## src/rtl/hb_pkg.sv

```systemverilog
package hb_pkg;

    typedef enum logic [1:0] {
        OC_IDLE    = 2'd0,
        OC_TIMING  = 2'd1,
        OC_TRIPPED = 2'd2
    } oc_state_e;

    typedef enum logic [1:0] {
        MD_SLEEP    = 2'd0,
        MD_ACTIVE   = 2'd1,
        MD_TSD_LOCK = 2'd2
    } mode_e;

endpackage

```

## src/rtl/hb_oc_timer.sv

```systemverilog
module hb_oc_timer
    import hb_pkg::*;
#(
    parameter int OC_SLOW_CYC = 40,
    parameter int OC_FAST_CYC = 6
) (
    input  logic clk,
    input  logic rst_n,
    input  logic en_i,
    input  logic oc_i,
    input  logic fast_i,
    input  logic srr_i,
    output logic trip_o
);
    localparam int CW = $clog2(OC_SLOW_CYC + 1);
    localparam logic [CW-1:0] LIM_SLOW = CW'(OC_SLOW_CYC);
    localparam logic [CW-1:0] LIM_FAST = CW'(OC_FAST_CYC);

    oc_state_e st_q, st_d;
    logic [CW-1:0] cnt_q, cnt_d;
    logic [CW-1:0] lim_q, lim_d;

    // next-state process
    always_comb begin
        st_d  = st_q;
        cnt_d = cnt_q;
        lim_d = lim_q;
        unique case (st_q)
            OC_IDLE: begin
                if (oc_i) begin                      // start
                    st_d  = OC_TIMING;
                    cnt_d = CW'(1);
                    lim_d = fast_i ? LIM_FAST : LIM_SLOW;
                end
            end
            OC_TIMING: begin
                if (!oc_i) begin                     // abort
                    st_d  = OC_IDLE;
                    cnt_d = '0;
                end else if (cnt_q == lim_q - CW'(1)) begin  // expire
                    st_d  = OC_TRIPPED;
                    cnt_d = '0;
                end else begin
                    cnt_d = cnt_q + CW'(1);
                end
            end
            OC_TRIPPED: begin
                if (srr_i) st_d = OC_IDLE;           // rearm
            end
            default: st_d = OC_IDLE;
        endcase
        if (!en_i) begin
            st_d  = OC_IDLE;
            cnt_d = '0;
        end
    end

    // state register
    always_ff @(posedge clk) begin
        if (!rst_n) begin
            st_q  <= OC_IDLE;
            cnt_q <= '0;
            lim_q <= LIM_SLOW;
        end else begin
            st_q  <= st_d;
            cnt_q <= cnt_d;
            lim_q <= lim_d;
        end
    end

    // outputs
    assign trip_o = (st_q == OC_TRIPPED);

    p_lim_held_r8: assert property (@(posedge clk) disable iff (!rst_n)
        (st_q == OC_TIMING && en_i && oc_i) |=> $stable(lim_q));

    p_cnt_bound_r7: assert property (@(posedge clk) disable iff (!rst_n)
        (st_q == OC_TIMING) |-> (cnt_q < lim_q));

    p_trip_hold_r9: assert property (@(posedge clk) disable iff (!rst_n)
        (st_q == OC_TRIPPED && en_i && !srr_i) |=> (st_q == OC_TRIPPED));

endmodule

```

## src/rtl/hb_supervisor.sv

```systemverilog
module hb_supervisor
    import hb_pkg::*;
#(
    parameter int NCH = 3
) (
    input  logic           clk,
    input  logic           rst_n,
    input  logic           en_i,
    input  logic           srr_i,
    input  logic           ov_i,
    input  logic           uv_i,
    input  logic           tw_any_i,
    input  logic           tsd_any_i,
    input  logic [NCH-1:0] both_on_i,
    output logic           active_o,
    output logic           psf_o,
    output logic           tw_o,
    output logic [NCH-1:0] sta_ch_o
);
    mode_e md_q, md_d;
    logic psf_q, psf_d, tw_q, tw_d;
    logic [NCH-1:0] sta_q, sta_d;

    // next-state process
    always_comb begin
        md_d = md_q;
        unique case (md_q)
            MD_SLEEP:    md_d = MD_ACTIVE;                            // wake
            MD_ACTIVE:   if (tsd_any_i) md_d = MD_TSD_LOCK;           // trip
            MD_TSD_LOCK: if (srr_i && !tsd_any_i) md_d = MD_ACTIVE;   // release
            default:     md_d = MD_SLEEP;
        endcase
        psf_d = (ov_i | uv_i) | (psf_q & ~srr_i);
        tw_d  = tw_any_i | (tw_q & ~srr_i);
        sta_d = both_on_i | (sta_q & ~{NCH{srr_i}});
        if (!en_i) begin                                              // sleep
            md_d  = MD_SLEEP;
            psf_d = 1'b0;
            tw_d  = 1'b0;
            sta_d = '0;
        end
    end

    // state register
    always_ff @(posedge clk) begin
        if (!rst_n) begin
            md_q  <= MD_SLEEP;
            psf_q <= 1'b0;
            tw_q  <= 1'b0;
            sta_q <= '0;
        end else begin
            md_q  <= md_d;
            psf_q <= psf_d;
            tw_q  <= tw_d;
            sta_q <= sta_d;
        end
    end

    // outputs
    assign active_o = en_i && (md_q == MD_ACTIVE);
    assign psf_o    = psf_q;
    assign tw_o     = tw_q;
    assign sta_ch_o = sta_q;

    p_sta_set_r3: assert property (@(posedge clk) disable iff (!rst_n)
        (en_i && |both_on_i) |=> (|sta_ch_o));

    p_psf_set_r4: assert property (@(posedge clk) disable iff (!rst_n)
        (en_i && (ov_i || uv_i)) |=> psf_o);

    p_tw_keep_r10: assert property (@(posedge clk) disable iff (!rst_n)
        (en_i && tw_any_i) |=> tw_o);

    p_lock_hold_r11: assert property (@(posedge clk) disable iff (!rst_n)
        (en_i && md_q == MD_TSD_LOCK && !srr_i) |=> (md_q == MD_TSD_LOCK));

endmodule

```

## src/rtl/hb_gate_protect.sv

```systemverilog
module hb_gate_protect
    import hb_pkg::*;
#(
    parameter int NCH         = 3,
    parameter int OC_SLOW_CYC = 40,
    parameter int OC_FAST_CYC = 6
) (
    input  logic           clk,
    input  logic           rst_n,
    input  logic           en_i,
    input  logic [NCH-1:0] cmd_hs_i,
    input  logic [NCH-1:0] cmd_ls_i,
    input  logic           ovlo_en_i,
    input  logic           oc_fast_i,
    input  logic           srr_i,
    input  logic           ov_i,
    input  logic           uv_i,
    input  logic [NCH-1:0] oc_i,
    input  logic [NCH-1:0] tw_i,
    input  logic [NCH-1:0] tsd_i,
    output logic [NCH-1:0] gate_hs_o,
    output logic [NCH-1:0] gate_ls_o,
    output logic           psf_o,
    output logic           tw_flag_o,
    output logic           sta_o,
    output logic           ocd_o
);
    logic [NCH-1:0] both_on, trip, sta_ch, ch_ok;
    logic           active, supply_ok;

    assign both_on = cmd_hs_i & cmd_ls_i;

    hb_supervisor #(.NCH(NCH)) u_sup (
        .clk       (clk),
        .rst_n     (rst_n),
        .en_i      (en_i),
        .srr_i     (srr_i),
        .ov_i      (ov_i),
        .uv_i      (uv_i),
        .tw_any_i  (|tw_i),
        .tsd_any_i (|tsd_i),
        .both_on_i (both_on),
        .active_o  (active),
        .psf_o     (psf_o),
        .tw_o      (tw_flag_o),
        .sta_ch_o  (sta_ch)
    );

    assign supply_ok = !uv_i && !(ov_i && ovlo_en_i);

    for (genvar c = 0; c < NCH; c++) begin : g_ch
        hb_oc_timer #(
            .OC_SLOW_CYC (OC_SLOW_CYC),
            .OC_FAST_CYC (OC_FAST_CYC)
        ) u_oc (
            .clk    (clk),
            .rst_n  (rst_n),
            .en_i   (en_i),
            .oc_i   (oc_i[c]),
            .fast_i (oc_fast_i),
            .srr_i  (srr_i),
            .trip_o (trip[c])
        );
        assign ch_ok[c]     = active && supply_ok && !sta_ch[c] && !trip[c] && !both_on[c];
        assign gate_hs_o[c] = ch_ok[c] && cmd_hs_i[c];
        assign gate_ls_o[c] = ch_ok[c] && cmd_ls_i[c];
    end

    assign sta_o = |sta_ch;
    assign ocd_o = |trip;

    p_uv_off_r5: assert property (@(posedge clk) disable iff (!rst_n)
        uv_i |-> (gate_hs_o == '0 && gate_ls_o == '0));

    p_ovlo_off_r6: assert property (@(posedge clk) disable iff (!rst_n)
        (ov_i && ovlo_en_i) |-> (gate_hs_o == '0 && gate_ls_o == '0));

    p_sleep_off_r12: assert property (@(posedge clk) disable iff (!rst_n)
        !en_i |-> (gate_hs_o == '0 && gate_ls_o == '0));

    p_no_cross_r3: assert property (@(posedge clk) disable iff (!rst_n)
        (gate_hs_o & gate_ls_o) == '0);

endmodule

```

## config.mk

```make
export PLATFORM = sky130hd
export DESIGN_NAME = hb_gate_protect
export DESIGN_NICKNAME = d
export VERILOG_FILES = /design/src/rtl/hb_pkg.sv /design/src/rtl/hb_oc_timer.sv /design/src/rtl/hb_supervisor.sv /design/src/rtl/hb_gate_protect.sv
export SDC_FILE = /design/constraint.sdc
export NUM_CORES = 1
export LEC_CHECK = 0
export CORE_MARGIN = 5
export CORE_UTILIZATION = 58
export DETAILED_ROUTE_END_ITERATION = 12
export DONT_BUFFER_PORTS = 1
export PLACE_DENSITY = 0.74
export SLEW_MARGIN = 20
export SYNTH_ARGS = -nofsm -noshare
export SYNTH_HDL_FRONTEND = slang
export SYNTH_HIERARCHICAL = 1
export SYNTH_SLANG_ARGS = --single-unit
```

## constraint.sdc

```tcl
create_clock -name clk -period 4.5 [get_ports clk]
set_input_delay 0.225 -clock clk [delete_from_list [all_inputs] [get_ports clk]]
set_output_delay 0.225 -clock clk [all_outputs]
set_load 0.005 [all_outputs]
```

==> out/results.txt, run 1 <==
total track usage: 16.22%
Final Critical Period: 2011 ps
WP data arrival: 1790 ps
Hold Path Depth: 2
Non-Filler Instances: 278
Cell Chain, Critical Path: and2b_1, or4b_1, nor3_1
fraction of layout instances using a drive strength above 1: 6.034%
Hold Crit Class: in2reg
YS warnings: 6
# setup viols final: 0
Final Cycle Share: 44.69%
largest net degree at the start of global routing: 11
CP top delay family: simple AND/OR/NAND/NOR gates
num ports: 33
CP max stage delay: 500 ps
number of synthesized flops with an enable pin: 0
TritonCTS clock tree: built
M1 WL: 1.670 mm
Crit path depth: 3
RSZ-0062 raised after global routing: false
most area-hungry cell type in the Yosys netlist: dfxtp_1
DRC: 0
CTS Buf Count: 5
status: finished, final reports clean
total wire length: 3.653 mm
WL met3: 293 um
vias per cell: 5.604
final setup skew: 4.011 ps
Worst-path clk slew: 100 ps
Slew headroom: 80.73%
library cells used by synthesis: 38
detailed placer's ending HPWL: 2.703 mm
NumNets Final: 264
CP Data Required Time: 4280 ps
Setup CP Type: reg2out
H-tree depth: 2
depth of the worst register-to-register path: 4
row count: 21
max-capacitance violation count: 0
Horiz. Die Dim: 69.06 um
Setup crit start kind: register
Max Clk Rate: 497.3 MHz
Synth Area per Inst: 8.758 um^2
initial drt markers: 81
area delta synth->final: 3.092%
initial core utilization: 60.16%
Routed Antenna Nets: 0
global-route wire length before repair: 6.534 mm
die area: 4769 um^2
pwr dens: 274.9 nW/um^2
Fin. Hold Viols: 0
Post-synth ARST share: 0%
pins over their slew limit: 0
top sig layer: met4
Static Leak: 0.8924 nW
initial antenna violation count: 0
Post-Syn Area: 2023 um^2
Fin Setup TNS: 0 ps
vias in the first global route: 1,495
Clock Latency Late Sink: 330 ps
Inst Count DP: 270
postcts setup bufs: 0
Max Root-Sink Buffers: 2
CTS Hold Bufs: 1
Post-CTS Resized: 0
clk sinks: 37
top_reg_cell synth: dfxtp_1
top post-synthesis cells by area: dfxtp_1 37%, xor2_1 10%, ha_1 5.6%
CP max FO: 9
met2 wire length: 1.647 mm
ant diodes: 0
Worst-Margin Slew: 286.8 ps
Die H: 69.06 um
Overall Power: 0.5735 mW
synthesized netlist cell count: 231
register area share after synthesis: 36.61%
Root Driver: clkbuf_4
Buf/Inv on CP: 0
area fraction of the dominant cell type after synthesis: 36.61%
Worst VDD drop: 165.3 uV
Final Wtd Congestion: 0.7561
Core Util, Final: 62.02%
crit path max-delay cell type: or4b_1
gr ovfl total: 0
core area: 3363 um^2
mean routed wirelength per cell: 13.14 um
drt pass-1 iters: 5
CP Capture Type: output pin
routed via count: 1,558
Synth Register Bits: 37
PortBufs: 0
syn_nets: 263
-- path summary, 6_finish.rpt --
kind	slack (ps)	to	start
worst max-delay path	2490	gate_ls_o[0]	g_ch[0].u_oc/st_q[0]
worst min-delay path	30	g_ch[1].u_oc/lim_q[2]	oc_fast_i
worst max register to register	2880	g_ch[0].u_oc/cnt_q[1]	g_ch[0].u_oc/st_q[0]
worst min register to register	520	g_ch[1].u_oc/lim_q[3]	g_ch[1].u_oc/lim_q[3]
-- cell type report --
| cell class | count | area [um^2] |
|---|---|---|
| Multi-Input combinational cell | 180 | 1196 |
| Clock buffer | 7 | 55.05 |
| Timing Repair Buffer | 1 | 10.01 |
| Tap cell | 46 | 57.56 |
| Sequential cell | 37 | 740.7 |
| Inverter | 7 | 26.28 |
| Fill cell | 327 | 1277 |
-- stage by stage --
stage	worst slack [ps]	cell area, um^2	hold slack (ps)
after CTS	2479	2086	13.89
final	2489	2086	27.34
after floorplan	3011	2023	316.3
after global placement	2905	2021	319.7
after detailed placement	2888	2021	325.1
after global routing	2368	2086	14.70
-- synth_stat cells (2+ instances only) --
library cell and instances:
dfxtp_1 37, nor2_1 29, xor2_1 24, nand2_1 18, nor3_1 12, a21oi_1 11
ha_1 9, inv_1 7, nand4_1 6, o21ai_0 6, or4b_1 6, a211oi_1 4
nand2b_1 4, a21boi_0 3, a21o_1 3, and2b_1 3, and3_1 3, buf_4 3
buf_6 3, mux2i_1 3, nand3_1 3, nor3b_1 3, o21ai_2 3, o21ba_1 3
o311ai_0 3, or2b_1 3, or3_1 3, or3b_1 3, and2_1 2, and2_2 2
nand3b_1 2
-- sequential cells by signal (all words and copies together), names as in the netlist --
| register | cells |
|---|---|
| u_sup/psf_o | 1 |
| g_ch.u_oc/st_q | 6 |
| g_ch.u_oc/lim_q | 6 |
| u_sup/md_q | 2 |
| u_sup/tw_o | 1 |
| g_ch.u_oc/cnt_q | 18 |
| u_sup/sta_ch_o | 3 |
-- worst register-to-register path, delay by kind of cell, from the launching register on --
kind / cells / cell delay, ps
AOI/OAI and AO/OA: 2 / 560
DFF: 1 / 490
and+or+nand+nor: 2 / 480
-- cells by family (layout without fill, tap and decap cells) --
| logic type | count (synthesis) | after routing | synth area share, % |
|---|---|---|---|
| fa+ha+maj | 9 | 9 | 5.566 |
| xor+xnor | 24 | 24 | 10.39 |
| flops | 37 | 37 | 36.61 |
| simple gates | 106 | 106 | 28.88 |
| buf+inv | 14 | 15 | 4.267 |
| compound gates | 38 | 38 | 12.80 |
| mux | 3 | 3 | 1.484 |
-- power breakdown --
group	internal (mW)	switching, mW	total [mW]
combinational	0.0239	0.0281	0.0521
sequential	0.336	0.00925	0.346
clock	0.0738	0.102	0.176
-- cells in the final DEF, fill, tap and decap left out, types with 4 or more instances in the layout --
| master | instances |
|---|---|
| xor2_1 | 24 |
| nand4_1 | 6 |
| nor2_1 | 29 |
| a211oi_1 | 4 |
| nand2_1 | 18 |
| clkbuf_4 | 5 |
| inv_1 | 7 |
| nand2b_1 | 4 |
| ha_1 | 9 |
| or4b_1 | 6 |
| dfxtp_1 | 37 |
| nor3_1 | 12 |
| o21ai_0 | 6 |
| a21oi_1 | 11 |
-- layer usage --
metal	up-vias	GRT usage, %
li1	803	-
met1	716	19.88
met2	35	25.64
met3	4	5.959
met4	0	6.508
met5	-	0
Power figures use the tool's default switching activity.
==> inputs of run 2 (changes only) <==
CORE_UTILIZATION = 56   (was 58)
clock period = 1.8 ns   (was 4.5 ns; I/O delays follow)
==> run 2 against run 1 <==
  * Non-clock buffer count up 25
  * Final cell count up 9.4%
  * Via count up 5.5%
  * Clock skew grew 7.4 ps
  * Setup slack worse by 2500 ps
  * Design area increased by 16%
  * Sequential share of layout area shrank 4.5 points
  * Die area grew 3.0%
  * Register-to-register slack lost 2700 ps
  * Clock-buffer cell count is the same
==> out/results.txt, run 2 (synthesized netlist as in run 1, its figures left out) <==
Final Wtd Congestion: 0.7716
Non-Filler Instances: 304
Fin Setup TNS: 0 ps
CP max FO: 4
max-capacitance violation count: 0
CP Capture Type: output pin
Worst-path clk slew: 110 ps
WHS: 35.36 ps
# setup viols final: 0
Reg power frac: 51.8%
TritonCTS clock tree: built
fillers: 286
initial antenna violation count: 0
num ports: 33
CTS Buf Count: 5
Routed Antenna Nets: 0
switching fraction of total power: 23.61%
Max Clk Rate: 560.0 MHz
row count: 21
final setup skew: 11.38 ps
number of flip-flops under the largest register name: 18
Largest regs: g_ch.u_oc/cnt_q (18), g_ch.u_oc/lim_q (6), g_ch.u_oc/st_q (6)
Final Cycle Share: 99.21%
Root Driver: clkbuf_4
Worst-Margin Slew: 498.4 ps
Cell Chain, Critical Path: and2b_2, or4b_4, nor3_4
Inst Count DP: 273
Worst VDD drop: 512.4 uV
Worst Hold Launch: oc_i[0]
Buf/Inv on CP: 0
Setup CP Type: reg2out
total wire length: 4.261 mm
drt pass-1 iters: 4
DRC: 0
WP data arrival: 1700 ps
Biggest register: g_ch.u_oc/cnt_q
depth of the worst register-to-register path: 4
pins over their slew limit: 0
clk sinks: 37
CP top delay family: simple AND/OR/NAND/NOR gates
Final Critical Period: 1786 ps
Hold Crit Class: in2reg
Die H: 70.11 um
CP max stage delay: 520 ps
Clock Latency Late Sink: 350 ps
leading cell type in the layout, fill and taps excluded: dfxtp_1
CP Data Required Time: 1710 ps
Slew headroom: 66.77%
Psw: 0.3925 mW
die area: 4915 um^2
ant diodes: 0
status: finished, final reports clean
area delta synth->final: 19.79%
crit path launch: g_ch[0].u_oc/st_q[0]
gr ovfl total: 0
global-route wire length before repair: 7.127 mm
routed via count: 1,643
Hold Path Depth: 3
fraction of layout instances using a drive strength above 1: 13.18%
part of the power in combinational logic: 11.7%
initial drt markers: 75
PortBufs: 0
Fin. Hold Viols: 0
pwr dens: 686.0 nW/um^2
Max Root-Sink Buffers: 2
vias per cell: 5.405
RSZ-0062 raised after global routing: true
vias in the first global route: 1,588
Static Leak: 1.038 nW
crit path max-delay cell type: or4b_4
largest net degree at the start of global routing: 12
H-tree depth: 2
detailed placer's ending HPWL: 2.695 mm
NumNets Final: 289
worst r2r src: g_ch[2].u_oc/st_q[1]
Crit path depth: 3
Internal: 1.270 mW
total track usage: 17.87%
Horiz. Die Dim: 70.11 um
initial core utilization: 59.23%
clock share of power: 36.6%
most frequent cells in the layout: 34 x dfxtp_1, 29 x nor2_1, 24 x xor2_1
mean routed wirelength per cell: 14.02 um
core area: 3416 um^2
Overall Power: 1.663 mW
Setup crit start kind: register
Core Util, Final: 70.95%
-- run 2: cell count changes in the layout (fill, tap and decap cells not counted), moves of 3 or more --
cell           before  now
or4b_1              6    3
nor3_2              0    3
or4b_4              0    3
buf_4               0    6
nor3_1             12    6
dfxtp_4             0    3
dfxtp_1            37   34
dlygate4sd3_1       1   20
nor3_4              0    3
-- run 2: through the flow --
step	area (um^2)	setup slack (ps)
final	2424	14.22
after global routing	2424	-62.00
after global placement	2043	255.4
after floorplan	2023	344.9
after detailed placement	2043	223.5
after CTS	2342	15.98
-- run 2: worst paths after layout --
path | to | slack (ps)
worst max-delay path | gate_hs_o[0] | 10
worst min-delay path | g_ch[0].u_oc/st_q[1] | 40
worst max register to register | g_ch[2].u_oc/lim_q[3] | 160
worst min register to register | g_ch[0].u_oc/st_q[0] | 460
-- run 2: layer usage --
layer  GRT usage (%)  share of wire [%]  up-vias
li1                -                  -      857
met1           22.01                 46      739
met2           27.49                 46       37
met3           6.743                6.0       10
met4           8.298                2.1        0
met5               0                  0        -
-- run 2: cell type report --
cell class              count  area (um^2)  area share, %
multi-input cells         180         1257          51.88
flip-flops and latches     37        752.0          31.03
repair buffers             26        245.2          10.12
well taps                  46        57.56          2.375
clock buffers               7        55.05          2.272
clock inverters             1        30.03          1.239
inverters                   7        26.28          1.084
-- run 2: power groups by stage --
stage,combinational [mW],sequential [mW],clock [mW]
after floorplan,0.126,0.873,0
after global placement,0.131,0.882,0
after detailed placement,0.132,0.883,0
after global routing,0.215,0.865,0.680
after CTS,0.176,0.865,0.630
final,0.194,0.861,0.608
-- run 2: worst register-to-register path: cells and delay by family, from the launching register on --
family,cells,cell delay (ps)
buf+inv,1,610
flops,1,360
compound gates,2,330
simple gates,1,230
-- run 2: timing repair --
| item | in CTS | in global routing |
|---|---|---|
| buffers inserted | 0 | 3 |
| pin swaps | 0 | 5 |
| setup endpoints to repair | 6 | 6 |
| hold endpoints to repair | 22 | 0 |
| cloned | 0 | 0 |
| gates resized for setup | 5 | 14 |
| hold buffers | 20 | 0 |
